--- src/rtl/spis_pkg.sv ---
// Package: shared types and helpers for the serial slave shift unit.
// Assumes: nothing beyond IEEE 1800-2017.
package spis_pkg;

    // Clock phase modes selected by phase_i.
    typedef enum logic {
        PH_LEAD_LAUNCH = 1'b0,   // drive on leading edge, capture on trailing
        PH_SEL_LAUNCH  = 1'b1    // first bit on select rise, capture on leading
    } phase_e;

endpackage

--- src/rtl/spis_sync.sv ---
// Module: spis_sync
// Brings a vector of asynchronous single-bit inputs into the system clock
// domain through STAGES flops per bit.
// Assumes: each bit is an independent level; no multi-bit coherence is needed.
module spis_sync #(
    parameter int N      = 3,
    parameter int STAGES = 2
) (
    input  logic         clk,
    input  logic         rst_n,
    input  logic [N-1:0] async_i,
    output logic [N-1:0] sync_o
);
    logic [N-1:0] stage_q [STAGES];

    // Shift the raw inputs through the synchronizer chain.
    always_ff @(posedge clk) begin
        if (!rst_n) begin
            for (int s = 0; s < STAGES; s++) stage_q[s] <= '0;
        end else begin
            stage_q[0] <= async_i;
            for (int s = 1; s < STAGES; s++) stage_q[s] <= stage_q[s-1];
        end
    end

    assign sync_o = stage_q[STAGES-1];
endmodule

--- src/rtl/spis_tx_shift.sv ---
// Module: spis_tx_shift
// Builds the outgoing frame (data MSB first, optional parity bit) and shifts
// it onto the serial output one bit per launch request.
// Assumes: load and launch are never requested in the same cycle unless
// launch_now accompanies load; the configuration is static during a frame.
module spis_tx_shift #(
    parameter int MAX_W = 16,
    parameter int LW    = $clog2(MAX_W + 1)
) (
    input  logic             clk,
    input  logic             rst_n,
    input  logic             load,
    input  logic             launch_now,
    input  logic             launch,
    input  logic [LW-1:0]    len,
    input  logic             par_en,
    input  logic             par_odd,
    input  logic [MAX_W-1:0] word,
    output logic             sdo
);
    localparam int FW = MAX_W + 1;

    logic [MAX_W-1:0] data_m;
    logic             par_bit;
    logic [FW-1:0]    raw_v;
    logic [FW-1:0]    frame;
    logic [FW-1:0]    sh_q;
    int unsigned      nbits;

    // Mask the word, compute parity and left-align the frame.
    always_comb begin
        data_m  = word & ~({MAX_W{1'b1}} << len);
        par_bit = (^data_m) ^ par_odd;
        raw_v   = par_en ? {data_m, par_bit} : {1'b0, data_m};
        nbits   = int'(len) + int'(par_en);
        frame   = raw_v << (FW - nbits);
    end

    // Hold the remaining frame bits and the driven output bit.
    always_ff @(posedge clk) begin
        if (!rst_n) begin
            sh_q <= '0;
            sdo  <= 1'b0;
        end else if (load && launch_now) begin
            sdo  <= frame[FW-1];
            sh_q <= frame << 1;
        end else if (load) begin
            sh_q <= frame;
        end else if (launch) begin
            sdo  <= sh_q[FW-1];
            sh_q <= sh_q << 1;
        end
    end
endmodule

--- src/rtl/spis_rx_shift.sv ---
// Module: spis_rx_shift
// Collects captured bits, and when the last bit of a word arrives publishes
// the right-aligned word, a one-cycle valid strobe and a gated parity event.
// Assumes: done is only asserted together with cap.
module spis_rx_shift #(
    parameter int MAX_W = 16,
    parameter int LW    = $clog2(MAX_W + 1)
) (
    input  logic             clk,
    input  logic             rst_n,
    input  logic             sdi,
    input  logic             cap,
    input  logic             done,
    input  logic [LW-1:0]    len,
    input  logic             par_en,
    input  logic             par_odd,
    input  logic             par_ie,
    output logic [MAX_W-1:0] rx_word,
    output logic             rx_valid,
    output logic             par_err
);
    localparam int FW = MAX_W + 1;

    logic [FW-1:0]    sh_q;
    logic [FW-1:0]    nxt;
    logic [MAX_W-1:0] word_m;
    logic             mismatch;

    // Form the word including the bit arriving now, and test its parity.
    always_comb begin
        nxt      = {sh_q[FW-2:0], sdi};
        word_m   = (par_en ? nxt[FW-1:1] : nxt[FW-2:0]) & ~({MAX_W{1'b1}} << len);
        mismatch = par_en && (((^word_m) ^ nxt[0]) != par_odd);
    end

    // Shift in captured bits.
    always_ff @(posedge clk) begin
        if (!rst_n)   sh_q <= '0;
        else if (cap) sh_q <= nxt;
    end

    // Publish a completed word with its strobes.
    always_ff @(posedge clk) begin
        if (!rst_n) begin
            rx_word  <= '0;
            rx_valid <= 1'b0;
            par_err  <= 1'b0;
        end else begin
            rx_valid <= done;
            par_err  <= done && mismatch && par_ie;
            if (done) rx_word <= word_m;
        end
    end
endmodule

--- src/rtl/spi_phase_slave.sv ---
// Module: spi_phase_slave (top)
// Serial slave shift unit: synchronizes the pins, detects edges, picks the
// launch and capture edges for the selected phase mode, counts bits per word
// and drives the transmit and receive shifters.
// Assumes: shift clock idles low; each shift clock level lasts at least four
// system clocks; configuration inputs are stable while select is high.
module spi_phase_slave #(
    parameter int MAX_W = 16,
    parameter int LW    = $clog2(MAX_W + 1)
) (
    input  logic             clk,
    input  logic             rst_n,
    input  logic             sck_i,
    input  logic             sel_i,
    input  logic             sdi_i,
    input  logic             phase_i,
    input  logic [LW-1:0]    word_len_i,
    input  logic             par_en_i,
    input  logic             par_odd_i,
    input  logic             par_ie_i,
    input  logic             sel_ie_i,
    input  logic [MAX_W-1:0] tx_word_i,
    output logic             sdo_o,
    output logic [MAX_W-1:0] rx_word_o,
    output logic             rx_valid_o,
    output logic             par_err_o,
    output logic             sel_evt_o
);
    import spis_pkg::*;

    localparam int CW = $clog2(MAX_W + 2);

    logic [2:0]    pins_s;
    logic          sck_s, sel_s, sdi_s;
    logic          sck_d, sel_d;
    logic          sck_rise, sck_fall, sel_rise, sel_fall;
    logic          cap_ev, launch_ev, word_done;
    logic [CW-1:0] cnt_q;
    logic [CW-1:0] last_idx;
    phase_e        mode;

    spis_sync #(.N(3), .STAGES(2)) u_sync (
        .clk    (clk),
        .rst_n  (rst_n),
        .async_i({sck_i, sel_i, sdi_i}),
        .sync_o (pins_s)
    );

    assign sck_s = pins_s[2];
    assign sel_s = pins_s[1];
    assign sdi_s = pins_s[0];

    // Delay the synchronized clock and select by one cycle for edge detection.
    always_ff @(posedge clk) begin
        if (!rst_n) begin
            sck_d <= 1'b0;
            sel_d <= 1'b0;
        end else begin
            sck_d <= sck_s;
            sel_d <= sel_s;
        end
    end

    // Decode edges, then the capture/launch events for the current mode.
    always_comb begin
        mode      = phase_e'(phase_i);
        sck_rise  = sck_s & ~sck_d;
        sck_fall  = ~sck_s & sck_d;
        sel_rise  = sel_s & ~sel_d;
        sel_fall  = ~sel_s & sel_d;
        cap_ev    = sel_s && ((mode == PH_SEL_LAUNCH) ? sck_rise : sck_fall);
        launch_ev = sel_s && ((mode == PH_SEL_LAUNCH) ? sck_fall : sck_rise);
        last_idx  = CW'(word_len_i) + CW'(par_en_i) - CW'(1);
        word_done = cap_ev && (cnt_q == last_idx);
    end

    // Count captured bits within a word; restart on any select change.
    always_ff @(posedge clk) begin
        if (!rst_n)                    cnt_q <= '0;
        else if (sel_rise || sel_fall) cnt_q <= '0;
        else if (word_done)            cnt_q <= '0;
        else if (cap_ev)               cnt_q <= cnt_q + CW'(1);
    end

    // Raise the select activation event when enabled.
    always_ff @(posedge clk) begin
        if (!rst_n) sel_evt_o <= 1'b0;
        else        sel_evt_o <= sel_rise && sel_ie_i;
    end

    spis_tx_shift #(.MAX_W(MAX_W), .LW(LW)) u_tx (
        .clk       (clk),
        .rst_n     (rst_n),
        .load      (sel_rise || word_done),
        .launch_now(sel_rise && (mode == PH_SEL_LAUNCH)),
        .launch    (launch_ev),
        .len       (word_len_i),
        .par_en    (par_en_i),
        .par_odd   (par_odd_i),
        .word      (tx_word_i),
        .sdo       (sdo_o)
    );

    spis_rx_shift #(.MAX_W(MAX_W), .LW(LW)) u_rx (
        .clk     (clk),
        .rst_n   (rst_n),
        .sdi     (sdi_s),
        .cap     (cap_ev),
        .done    (word_done),
        .len     (word_len_i),
        .par_en  (par_en_i),
        .par_odd (par_odd_i),
        .par_ie  (par_ie_i),
        .rx_word (rx_word_o),
        .rx_valid(rx_valid_o),
        .par_err (par_err_o)
    );
endmodule

--- config.mk ---
export PLATFORM = sky130hd
export DESIGN_NAME = spi_phase_slave
export DESIGN_NICKNAME = d
export VERILOG_FILES = /design/src/rtl/spis_pkg.sv /design/src/rtl/spis_sync.sv /design/src/rtl/spis_tx_shift.sv /design/src/rtl/spis_rx_shift.sv /design/src/rtl/spi_phase_slave.sv
export SDC_FILE = /design/constraint.sdc
export NUM_CORES = 1
export LEC_CHECK = 0
export BUFFER_PORTS_ARGS = -buffer_cell sky130_fd_sc_hd__buf_2
export CAP_MARGIN = 5
export CORE_MARGIN = 3
export CORE_UTILIZATION = 55
export CTS_BUF_LIST = sky130_fd_sc_hd__clkbuf_8 sky130_fd_sc_hd__clkbuf_16
export DETAILED_ROUTE_END_ITERATION = 10
export PLACE_DENSITY = 0.85
export SETUP_SLACK_MARGIN = 0.15
export SYNTH_ARGS = -nofsm -noshare
export SYNTH_HDL_FRONTEND = slang
export SYNTH_SLANG_ARGS = --single-unit
--- constraint.sdc ---
create_clock -name clk -period 3.8 [get_ports clk]
set_input_delay 0.19 -clock clk [delete_from_list [all_inputs] [get_ports clk]]
set_output_delay 0.19 -clock clk [all_outputs]
set_load 0.01 [all_outputs]
==> out/metrics.cfg <==
[timing]
tightest_slew_ps = 845
fmax_mhz = 328
whs_ps = 37.8
tns_ps = 0
slew_headroom = 0.436
finalSetupViolations = 0
final_hold_viol_count = 0
period_share = 0.801
rsz0062_at_grt = no
drv_slew = 0
clock_skew_ps = 9.40
layout_min_cycle_time_ps = 3050

[grt]
grt_pass1_wl_um = 22600
grt_pass1_vias = 4665
grt_max_degree = 30
grt_overflow = 0
grt_antenna_before_repair = 0
grt.total_usage = 0.280

[routing]
drt-initial-drc-count = 485
first_pass_iters = 6
vias_per_cell = 6.44
routed_wl_um = 13700
dr_total_vias = 4850
drt-wirelength-per-cell_um = 18.1
ant_nets = 0
drc = 0

[critical_path]
r2r_setup_slack_ps = 1100
r2r_start = sck_d
critPathKind = in -> reg
critical_path_arrival_ps = 3310
ff2ff_path_depth = 12
start_kind = primary input
path_max_fanout = 29
rr_endpoint = u_tx.sh_q[6]
end_kind = flop
crit_required_ps = 4070

[finish]
utilization = 0.635
fillers = 735
insertedDiodeCount = 0
regArea_um2 = 1320
multi_input_area_um2 = 3240
final_layout_size_suffix_gt1_frac = 0.153
fin_nets = 682
syn_to_final_growth_pct = 10.2

[clocking]
cts_setup_buffers = 0
path_clk_slew_ps = 80
cts_tree = yes
clock-sinks = 66
cts_resized = 0
h-tree-depth = 3
ctsRootBufferMaster = clkbuf_8
postCtsHoldBufs = 0
clockBufferDepth = 2
insertion_delay_ps = 360
cts_buffers = 9

[power]
finalPower_mw = 1.82
vdd_ir_drop_max_mv = 0.332
p_per_area_nw_per_um2 = 344
power.leakage_nw = 2.33

[floorplan]
row_count = 33
pin_count = 51
die_area_um2 = 9900
die_w_um = 99.5
die_h_um = 99.5
start_util = 0.576
core_um2 = 8340

[synthesis]
synthSimpleGateAreaFrac = 0.202
synth_nets = 655
synth_fa_ha_area_frac = 0.0208
yosys_warnings = 0
async_flop_share = 0
synth_edf_count = 0
synth_area_per_cell_um2 = 7.80
synth-compound-area-share = 0.224
yosysSeqAreaShare = 0.275
synthDominantCellAreaShare = 0.275
syn_area_um2 = 4810
synth_most_common_cell = nor2_1
synthTopCellsByCount = nor2_1, dfxtp_1, mux2i_1, nand2_1
synth_top_family_by_area = compound AO/OA/AOI/OAI gates
yosysUniqueCellTypes = 66
synthXorXnorAreaFrac = 0.0820
synth_ff_type = dfxtp_1
synthMuxAreaShare = 0.146
ys_ff_latch = 66
synthCells = 616
synth_top_cell_by_area = dfxtp_1
synth.area.top_cells = dfxtp_1, mux2i_1, xnor2_1

[min_path]
hold_class = in -> reg
holdPathEnd = u_sync.stage_q[0][2]
whs_path_depth = 2
hold_path.startpoint = sck_i

[outcome]
status = complete, no violations

[run]
drv_cap = 0

[placed_design]
port_buffers = 50
gp_congestion = 1.02
dp_hpwl_um = 9770

-- state kept, by name, indices dropped and copies added, names as in the netlist --
signal,count
u_tx.sh_q,17
sel_d,1
u_sync.stage_q,6
u_rx.rx_valid,1
sel_evt_o,1
u_rx.rx_word,16
u_rx.par_err,1
u_rx.sh_q,16
u_tx.sdo,1
cnt_q,5
sck_d,1
-- cell usage in the layout (no fill, tap or decap), types with 11 or more instances in the layout --
master	instances
nand3_1	11
buf_2	50
nand2_1	59
dfxtp_1	66
nor3_1	13
buf_4	12
a21oi_1	34
xnor2_1	32
mux2i_1	61
clkbuf_8	11
xor2_1	13
nor2_1	74
and2_1	12
o21ai_0	29
-- logic make-up (layout without fill, tap and decap cells) --
family,count (synthesis),count (layout)
XOR/XNOR,45,45
AND/OR/NAND/NOR,209,209
flip-flops,66,66
multiplexers,69,69
AO/OA/AOI/OAI,159,159
adder cells (fa/ha/maj),8,8
buffers and inverters,60,92
-- per-layer routing --
| metal | GRT usage | routed length, um | share of wire | vias up |
|---|---|---|---|---|
| met5 | 0 | 0 | 0 | - |
| met4 | 0.116 | 329 | 0.024 | 0 |
| met3 | 0.0491 | 1090 | 0.079 | 38 |
| met2 | 0.464 | 6580 | 0.48 | 256 |
| met1 | 0.361 | 5660 | 0.41 | 2292 |
| li1 | - | - | - | 2264 |
-- worst max-delay path: stages --
cell      delay [ps]
buf_2            280
or3_4            480
o21a_1           260
xor2_1           170
xnor2_1          150
xnor2_1          230
xnor2_1          190
and3_4           240
o31a_1           350
o22a_1           300
o211a_1          240
a311oi_2         250
-- report_power, final --
group / internal [mW] / switching [mW]
clock: 0.342 / 0.286
sequential: 0.701 / 0.00525
combinational: 0.179 / 0.308
total: 1.22 / 0.600
-- layout make-up --
cell class	instances	share of cell area
clock inverter	5	0.0113
clock buffer	11	0.0286
sequential	66	0.249
multi-input combinational	490	0.612
tap	105	0.0248
timing repair buffer	62	0.0642
inverter	14	0.00992
-- through the flow --
step	instances	cell area [um^2]	worst slack, ps
global placement	737	5090	524
floorplan	616	4810	459
CTS	753	5300	816
detailed placement	737	5090	469
finish	753	5300	755
global route	753	5300	553
-- how the worst max path moves through the flow --
stage                        startpoint             to  slack [ps]  cells past startpoint
after detailed placement  word_len_i[2]  u_tx.sh_q[16]         470                     12
after CTS                 word_len_i[2]  u_tx.sh_q[16]         820                     12
after global routing           par_en_i  u_tx.sh_q[16]         550                     14
after global placement    word_len_i[2]  u_tx.sh_q[16]         520                     12
after floorplan                par_en_i       u_tx.sdo         460                     15
final                     word_len_i[2]  u_tx.sh_q[16]         750                     12
(Power assumes the default switching activity.)
